[config.mk]
export PLATFORM = sky130hd
export DESIGN_NAME = spi_gpi_monitor
export DESIGN_NICKNAME = d
export VERILOG_FILES = /design/src/rtl/gpi_pkg.sv /design/src/rtl/gpi_sync.sv /design/src/rtl/gpi_edge.sv /design/src/rtl/gpi_serial.sv /design/src/rtl/gpi_irq.sv /design/src/rtl/spi_gpi_monitor.sv
export SDC_FILE = /design/constraint.sdc
export NUM_CORES = 1
export LEC_CHECK = 0
export CORE_ASPECT_RATIO = 0.7
export CORE_MARGIN = 3
export CORE_UTILIZATION = 50
export DETAILED_ROUTE_END_ITERATION = 6
export PLACE_DENSITY = 0.7
export SYNTH_ARGS = -nofsm -noshare
export SYNTH_HDL_FRONTEND = slang
export SYNTH_SLANG_ARGS = --single-unit
[constraint.sdc]
create_clock -name clk -period 1.6 [get_ports clk]
set_input_delay 0.24 -clock clk [delete_from_list [all_inputs] [get_ports clk]]
set_output_delay 0.24 -clock clk [all_outputs]
set_load 0.02 [all_outputs]
[src/rtl/gpi_pkg.sv]
package gpi_pkg;
  // Edge events of the synchronized serial pins, valid for one clock.
  typedef struct packed {
    logic cs_fall;
    logic cs_rise;
    logic sclk_fall;
    logic sclk_rise;
  } spi_evt_t;
endpackage

[src/rtl/gpi_sync.sv]
module gpi_sync #(
  parameter int W = 1,
  parameter int STAGES = 2,
  parameter logic [W-1:0] RST_VAL = '0
) (
  input  logic         clk,
  input  logic         rst,
  input  logic [W-1:0] d,
  output logic [W-1:0] q
);
  generate
    for (genvar b = 0; b < W; b++) begin : g_bit
      logic [STAGES-1:0] chain;
      always_ff @(posedge clk) begin
        if (rst) chain <= {STAGES{RST_VAL[b]}};
        else     chain <= {chain[STAGES-2:0], d[b]};
      end
      assign q[b] = chain[STAGES-1];
    end
  endgenerate
endmodule

[src/rtl/gpi_edge.sv]
module gpi_edge
  import gpi_pkg::*;
(
  input  logic     clk,
  input  logic     rst,
  input  logic     cs_s,
  input  logic     sclk_s,
  output spi_evt_t ev
);
  logic cs_d, sclk_d;

  always_ff @(posedge clk) begin
    if (rst) begin
      cs_d   <= 1'b1;
      sclk_d <= 1'b1;
    end else begin
      cs_d   <= cs_s;
      sclk_d <= sclk_s;
    end
  end

  assign ev.cs_fall   = cs_d & ~cs_s;
  assign ev.cs_rise   = ~cs_d & cs_s;
  assign ev.sclk_fall = sclk_d & ~sclk_s;
  assign ev.sclk_rise = ~sclk_d & sclk_s;
endmodule

[src/rtl/gpi_serial.sv]
module gpi_serial
  import gpi_pkg::*;
#(
  parameter int N = 16
) (
  input  logic         clk,
  input  logic         rst,
  input  logic [N-1:0] in_s,
  input  logic         cs_s,
  input  logic         sdin_s,
  input  spi_evt_t     ev,
  output logic [N-1:0] status,
  output logic [N-1:0] mask,
  output logic         sdout,
  output logic         sdout_oe
);
  logic [N-1:0] shreg;
  logic         sdin_hold;

  always_ff @(posedge clk) begin
    if (rst) begin
      status    <= '0;
      shreg     <= '0;
      mask      <= '0;
      sdin_hold <= 1'b0;
      sdout_oe  <= 1'b0;
    end else begin
      sdout_oe <= ~cs_s;
      if (ev.cs_fall) begin
        status <= in_s;
        shreg  <= in_s;
      end else if (!cs_s) begin
        if (ev.sclk_fall) sdin_hold <= sdin_s;
        if (ev.sclk_rise) shreg <= {shreg[N-2:0], sdin_hold};
      end
      if (ev.cs_rise) mask <= shreg;
    end
  end

  assign sdout = shreg[N-1];

  p_snapshot_r2: assert property (@(posedge clk) disable iff (rst)
    ev.cs_fall |=> (status == $past(in_s)));
  p_shift_in_r4: assert property (@(posedge clk) disable iff (rst)
    (ev.sclk_rise && !cs_s && !ev.cs_fall) |=> (shreg[0] == $past(sdin_hold)));
  p_mask_commit_r5: assert property (@(posedge clk) disable iff (rst)
    ev.cs_rise |=> (mask == $past(shreg)));
  p_hiz_idle_r10: assert property (@(posedge clk) disable iff (rst)
    cs_s |=> !sdout_oe);
endmodule

[src/rtl/gpi_irq.sv]
module gpi_irq #(
  parameter int N = 16
) (
  input  logic         clk,
  input  logic         rst,
  input  logic [N-1:0] in_s,
  input  logic [N-1:0] status,
  input  logic [N-1:0] mask,
  input  logic         int_en,
  input  logic         cs_fall,
  output logic         int_n,
  output logic         int_oe
);
  logic [N-1:0] diff;
  logic         hit;

  assign diff = (in_s ^ status) & mask;
  assign hit  = |diff;

  always_ff @(posedge clk) begin
    if (rst) begin
      int_n  <= 1'b1;
      int_oe <= 1'b0;
    end else if (cs_fall || !int_en) begin
      int_n  <= 1'b1;
      int_oe <= 1'b0;
    end else begin
      int_n  <= ~hit;
      int_oe <= hit;
    end
  end

  p_int_gated_r7: assert property (@(posedge clk) disable iff (rst)
    !int_en |=> (int_n && !int_oe));
  p_int_clear_r8: assert property (@(posedge clk) disable iff (rst)
    cs_fall |=> int_n);
  p_all_masked_r9: assert property (@(posedge clk) disable iff (rst)
    (mask == '0) |=> int_n);
  p_int_needs_en_r6: assert property (@(posedge clk) disable iff (rst)
    $fell(int_n) |-> $past(int_en));
endmodule

[src/rtl/spi_gpi_monitor.sv]
module spi_gpi_monitor
  import gpi_pkg::*;
#(
  parameter int N_IN = 16,
  parameter int SYNC_STAGES = 2
) (
  input  logic            clk,
  input  logic            rst,
  input  logic [N_IN-1:0] sw_in,
  input  logic            cs_n,
  input  logic            sclk,
  input  logic            sdin,
  input  logic            int_en,
  output logic            sdout,
  output logic            sdout_oe,
  output logic            int_n,
  output logic            int_oe
);
  logic [N_IN-1:0] in_s, status, mask;
  logic [2:0]      pins_s;
  spi_evt_t        ev;

  gpi_sync #(.W(N_IN), .STAGES(SYNC_STAGES), .RST_VAL('0)) i_sync_in (
    .clk(clk), .rst(rst), .d(sw_in), .q(in_s));

  // bit 2 = chip select, bit 1 = serial clock (both idle high), bit 0 = data
  gpi_sync #(.W(3), .STAGES(SYNC_STAGES), .RST_VAL(3'b110)) i_sync_spi (
    .clk(clk), .rst(rst), .d({cs_n, sclk, sdin}), .q(pins_s));

  gpi_edge i_edge (
    .clk(clk), .rst(rst), .cs_s(pins_s[2]), .sclk_s(pins_s[1]), .ev(ev));

  gpi_serial #(.N(N_IN)) i_serial (
    .clk(clk), .rst(rst), .in_s(in_s), .cs_s(pins_s[2]), .sdin_s(pins_s[0]),
    .ev(ev), .status(status), .mask(mask), .sdout(sdout), .sdout_oe(sdout_oe));

  gpi_irq #(.N(N_IN)) i_irq (
    .clk(clk), .rst(rst), .in_s(in_s), .status(status), .mask(mask),
    .int_en(int_en), .cs_fall(ev.cs_fall), .int_n(int_n), .int_oe(int_oe));
endmodule

### Word-level counts from Yosys, hierarchy flattened

Cells that the tools add are included.

| cells by class | value |
|---|---|
| equal/unequal tests | 1 |
| muxes and demuxes | 3 |
| bitwise operators | 12 |
| reductions and logical operators | 7 |

Operators by type and width:

| operator | count |
|---|---|
| 2-to-1 mux 16 bit | 3 |
| bitwise AND 16 bit | 1 |
| OR reduction 16 bit | 1 |
| XOR 16 bit | 1 |
| NOT 1 bit | 6 |
| bitwise AND 1 bit | 4 |
| AND reduction 3 bit | 1 |
| inequality test 2 x 1 -> 1 bit (second input constant) | 1 |
| AND reduction 2 bit | 1 |
| nonzero test 2 bit | 1 |
| OR reduction 2 bit | 1 |
| logical NOT 1 bit | 1 |
| logical OR 1 bit | 1 |

| word-level totals | value |
|---|---|
| register bits after elaboration | 92 |
| input bits | 22 |
| word-level logic and storage cells | 51 |

### Longest topological paths before layout

| logic depth | value |
|---|---|
| depth in word-level cells | 5 |
| depth in mapped cells | 6 |
| gate-level depth less buffers | 4 |

### Hierarchy

A second synthesis with hierarchy kept.

| second synthesis, totals | value |
|---|---|
| cell total of the unflattened synthesis | 324 |
| area total of the unflattened synthesis | 3,518.4 µm² |

Modules (own cells, without submodules):

| module | instances | cells an instance | area an instance (µm²) |
|---|---|---|---|
| gpi_serial | 1 | 187 | 2,000.7 |
| gpi_sync at i_sync_in | 1 | 83 | 983.4 |
| gpi_irq | 1 | 31 | 274.0 |
| gpi_sync at i_sync_spi | 1 | 15 | 180.2 |
| gpi_edge | 1 | 8 | 80.1 |

### Worst setup path before layout

No wires, ideal clock.

| timing | value |
|---|---|
| path kind | register -> register |
| start | reg i_sync_spi.g_bit[2].chain[1] |
| end | reg i_serial.sdin_hold |
| data arrival time | 1,030 ps |
| data required time | 1,472 ps |
| setup slack | 442 ps |
| cell stages (with the launch flop) | 5 |
| buffers on the path | 1 |
| cell sequence | dfxtp_1 buf_4 nor4b_1 mux2i_1 nor2_1 |

| on the way | value |
|---|---|
| word-level cells in the longest chain between the ends | 4 |

Ends and longest elaborated chain:

| what | line | text |
|---|---|---|
| start, declared | gpi_sync.sv:13 | `logic [STAGES-1:0] chain;` |
| start signal, assigned | gpi_sync.sv:15 | `if (rst) chain <= {STAGES{RST_VAL[b]}};` |
| start signal, assigned | gpi_sync.sv:16 | `else chain <= {chain[STAGES-2:0], d[b]};` |
| NOT 1 bit * | gpi_edge.sv:22 | `assign ev.cs_fall = cs_d & ~cs_s;` |
| bitwise AND 1 bit | gpi_edge.sv:22 |  |
| NOT 1 bit (no source line) | n/a |  |
| AND reduction 3 bit (no source line) * | n/a |  |
| end signal, assigned | gpi_serial.sv:33 | `if (ev.sclk_fall) sdin_hold <= sdin_s;` |
| end, declared | gpi_serial.sv:18 | `logic sdin_hold;` |

Mark *: on every way between the ends. The rest lies on a longest branch, timed or not.
A chain may end at the register's enable or synchronous reset.

### Worst setup path after layout

| timing | value |
|---|---|
| start | reg i_serial.shreg[15] |
| end | out sdout |

RTL lines:

| what | line | text |
|---|---|---|
| start, declared | gpi_serial.sv:17 | `logic [N-1:0] shreg;` |
| start signal, assigned | gpi_serial.sv:31 | `shreg <= in_s;` |
| start signal, assigned | gpi_serial.sv:34 | `if (ev.sclk_rise) shreg <= {shreg[N-2:0], sdin_hold};` |
| end, declared | spi_gpi_monitor.sv:14 | `output logic sdout,` |

No word-level cell between the ends.

==> out/metrics.cfg <==
[min_path]
hold_path.class = input port to register
min-delay-start = rst
worstHoldPathCells = 2
hold_end = i_sync_in.g_bit[15].chain[0]$_SDFF_PP0_

[synthesis]
netlist_instances = 338
ys_seq_area_frac = 0.576
synth_top_cell_area_share = 0.576
synth_area_leaders = dfxtp_1 58%, nand2_1 9.7%, nor2b_1 6.9%
synth_cell_types = 26
synth_edf_count = 0
ys_top_cells_by_count = 92 x dfxtp_1, 83 x nand2_1, 35 x nor2b_1
yosysWarnings = 0
synth.net_count = 360
synth_top_cell_by_area = dfxtp_1
ys_ff_latch = 92
syn_avg_cell_area_sq_um = 9.45
synth_most_common_cell = dfxtp_1
syn_area_sq_um = 3200
async_reset_ff_frac = 0
ys.flop_type = dfxtp_1

[drt]
ant_nets = 0
vias = 2247
drc_errors = 0
dr.pass1.iters = 4
wl_per_cell_um = 13.3
via_per_inst = 5.12
finalWirelength_um = 5820
drt-initial-drc-count = 89

[global_routing]
antenna_found_initial = 0
grt_max_degree = 61
grt_pass1_vias = 2078
overflow = 0
track_usage = 0.176
grt_pass1_wl_um = 9790

[cts]
hold_buffers = 0
clock_sinks = 92
clkTransAtPathRegs_ns = 0.08
clock-root-buffer = clkbuf_8
cts_tree = built
numCtsBuffers = 9
clock_latency_ns = 0.35
cts.path.max_buffers = 2
htreeDepth = 3

[floorplan]
rows = 23
start_util = 0.536
io_pins = 26
dieArea_sq_um = 7400
fp.coreArea_sq_um = 5960
fp.dieW_um = 102
dieHeight_um = 72.9

[sta]
rsz0062_at_grt = no
setup_viol = 0
slew_violations = 0
fin_tns_setup_ns = 0
clock_skew_ns = 0.0129
timing.final.crit_period_ns = 1.54
fmax_mhz = 651
final.period_utilization = 0.960
setup_ws_ns = 0.0647
finalHoldViolCount = 0
tightest_slew_ns = 0.424
max-slew-margin-rel = 0.714

[job]
cap_violations = 0

[placement]
numPortBuffers = 25
dpl-instance-area_sq_um = 3490
place.gp.congestion = 0.796
dp.final_hpwl_um = 3660
dp_slack_ns = 0.213

[power_and_ir_drop]
power.density_nw_per_um2 = 1120
ir_drop_uv = 515
leakagePower_nw = 1.41
power_mw = 4.12

[cells_and_area]
drive_gt1_frac = 0.0907
fillCellCount = 513
post-route-cell-area_sq_um = 3690
seq_area_sq_um = 1840
nNetsFinal = 381
diodes = 0
multiInputGateArea_sq_um = 1230
areaGrowthSynthToFinish_pct = 15.5

[critical_path]
rrSetupSlack_ns = 0.17
slowest_stage = clkdlybuf4s50_1
critical_path_class = register to output port
cp_cell_sequence = clkdlybuf4s50_1
rr_worst_depth = 3
cp_max_fo = 3
critPathArrivalTime_ns = 1.30
endpoint_kind = output port
rr_endpoint = i_serial.shreg[3]$_SDFFE_PP0P_
required_ns = 1.36
r2r-start = i_sync_spi.g_bit[2].chain[1]$_SDFF_PP1_
critPathBufInv = 1
start_kind = register
slowest_delay_ns = 0.61
path_delay_family = buffers and inverters

[outcome]
status = complete, no violations

[logic make-up (layout without fill, tap and decap cells)]
family,after synthesis,after routing,synth area share
DFF,92,92,0.576
muxes,1,1,0.00313
xor gates and xnor gates,16,16,0.0439
buffers and inverters,23,49,0.0384
and+or+nand+nor,147,147,0.215
AOI/OAI and AO/OA,59,59,0.123
[timing repair]
| action | CTS | global route |
|---|---|---|
| buffers inserted | 0 | 0 |
| gates resized for setup | 0 | 1 |
| setup endpoints to repair | 0 | 1 |
[cells in the final DEF (no fill, tap or decap), types with 2 or more instances in the layout]
master | synthesis | final
clkbuf_8 | 0 | 13
or2_2 | 5 | 5
dfxtp_1 | 92 | 92
a21oi_1 | 32 | 32
nand2_1 | 83 | 83
nor2b_1 | 35 | 35
clkdlybuf4s50_1 | 0 | 23
buf_4 | 3 | 4
xor2_1 | 16 | 16
clkinv_2 | 0 | 2
buf_12 | 0 | 2
a22oi_1 | 8 | 8
nor2_1 | 18 | 18
a311oi_1 | 16 | 16
[worst max path at each step]
stage,to,startpoint,cells after the start,slack (ns)
2_1_floorplan,i_serial.sdin_hold$_SDFFE_PP0P_,i_sync_spi.g_bit[2].chain[1]$_SDFF_PP1_,4,0.44
3_3_place_gp,i_serial.shreg[12]$_SDFFE_PP0P_,i_sync_spi.g_bit[2].chain[1]$_SDFF_PP1_,3,0.24
3_5_place_dp,i_serial.shreg[0]$_SDFFE_PP0P_,i_sync_spi.g_bit[2].chain[1]$_SDFF_PP1_,3,0.21
4_1_cts,sdout,i_serial.shreg[15]$_SDFFE_PP0P_,1,0.03
5_1_grt,sdout,i_serial.shreg[15]$_SDFFE_PP0P_,1,0.002
6_report,sdout,i_serial.shreg[15]$_SDFFE_PP0P_,1,0.06
[stage by stage]
stage | hold WS, ns | util | std cells
CTS | 0.277 | 0.619 | 439
global placement | 0.392 | 0.586 | 423
floorplan | 0.344 | - | 338
detailed placement | 0.398 | 0.586 | 423
finish | 0.292 | 0.619 | 439
global route | 0.304 | 0.619 | 439
[final cells by class]
cell class / count / area share
Multi-Input combinational cell: 223 / 0.334
Inverter: 2 / 0.00203
Clock inverter: 3 / 0.00509
Timing Repair Buffer: 31 / 0.0861
Clock buffer: 13 / 0.0485
Tap cell: 75 / 0.0254
Sequential cell: 92 / 0.499
[state kept, by name, summed over array words and instances (netlist names)]
name	cells
i_edge.cs_d	1
i_edge.sclk_d	1
i_irq.int_n	1
i_irq.int_oe	1
i_serial.mask	16
i_serial.sdin_hold	1
i_serial.sdout_oe	1
i_serial.shreg	16
i_serial.status	16
i_sync_in.g_bit.chain	32
i_sync_spi.g_bit.chain	6
[layer usage]
layer,share of wire,routed length [um],vias to the layer above,global-route usage
met3,0.057,334,4,0.0640
met2,0.43,2520,43,0.251
met4,0.0081,47,0,0.0737
met5,0,0,-,0
met1,0.50,2920,1048,0.242
li1,-,-,1152,-
[where the power goes]
group          internal, mW  switching, mW  total (mW)  leakage, nW
clock network         0.733          0.751        1.48        0.105
registers              2.36         0.0420        2.40        0.752
logic                 0.120          0.116       0.236        0.551
total                  3.22          0.908        4.12         1.41
No activity file was read; power rests on OpenSTA's default activity.
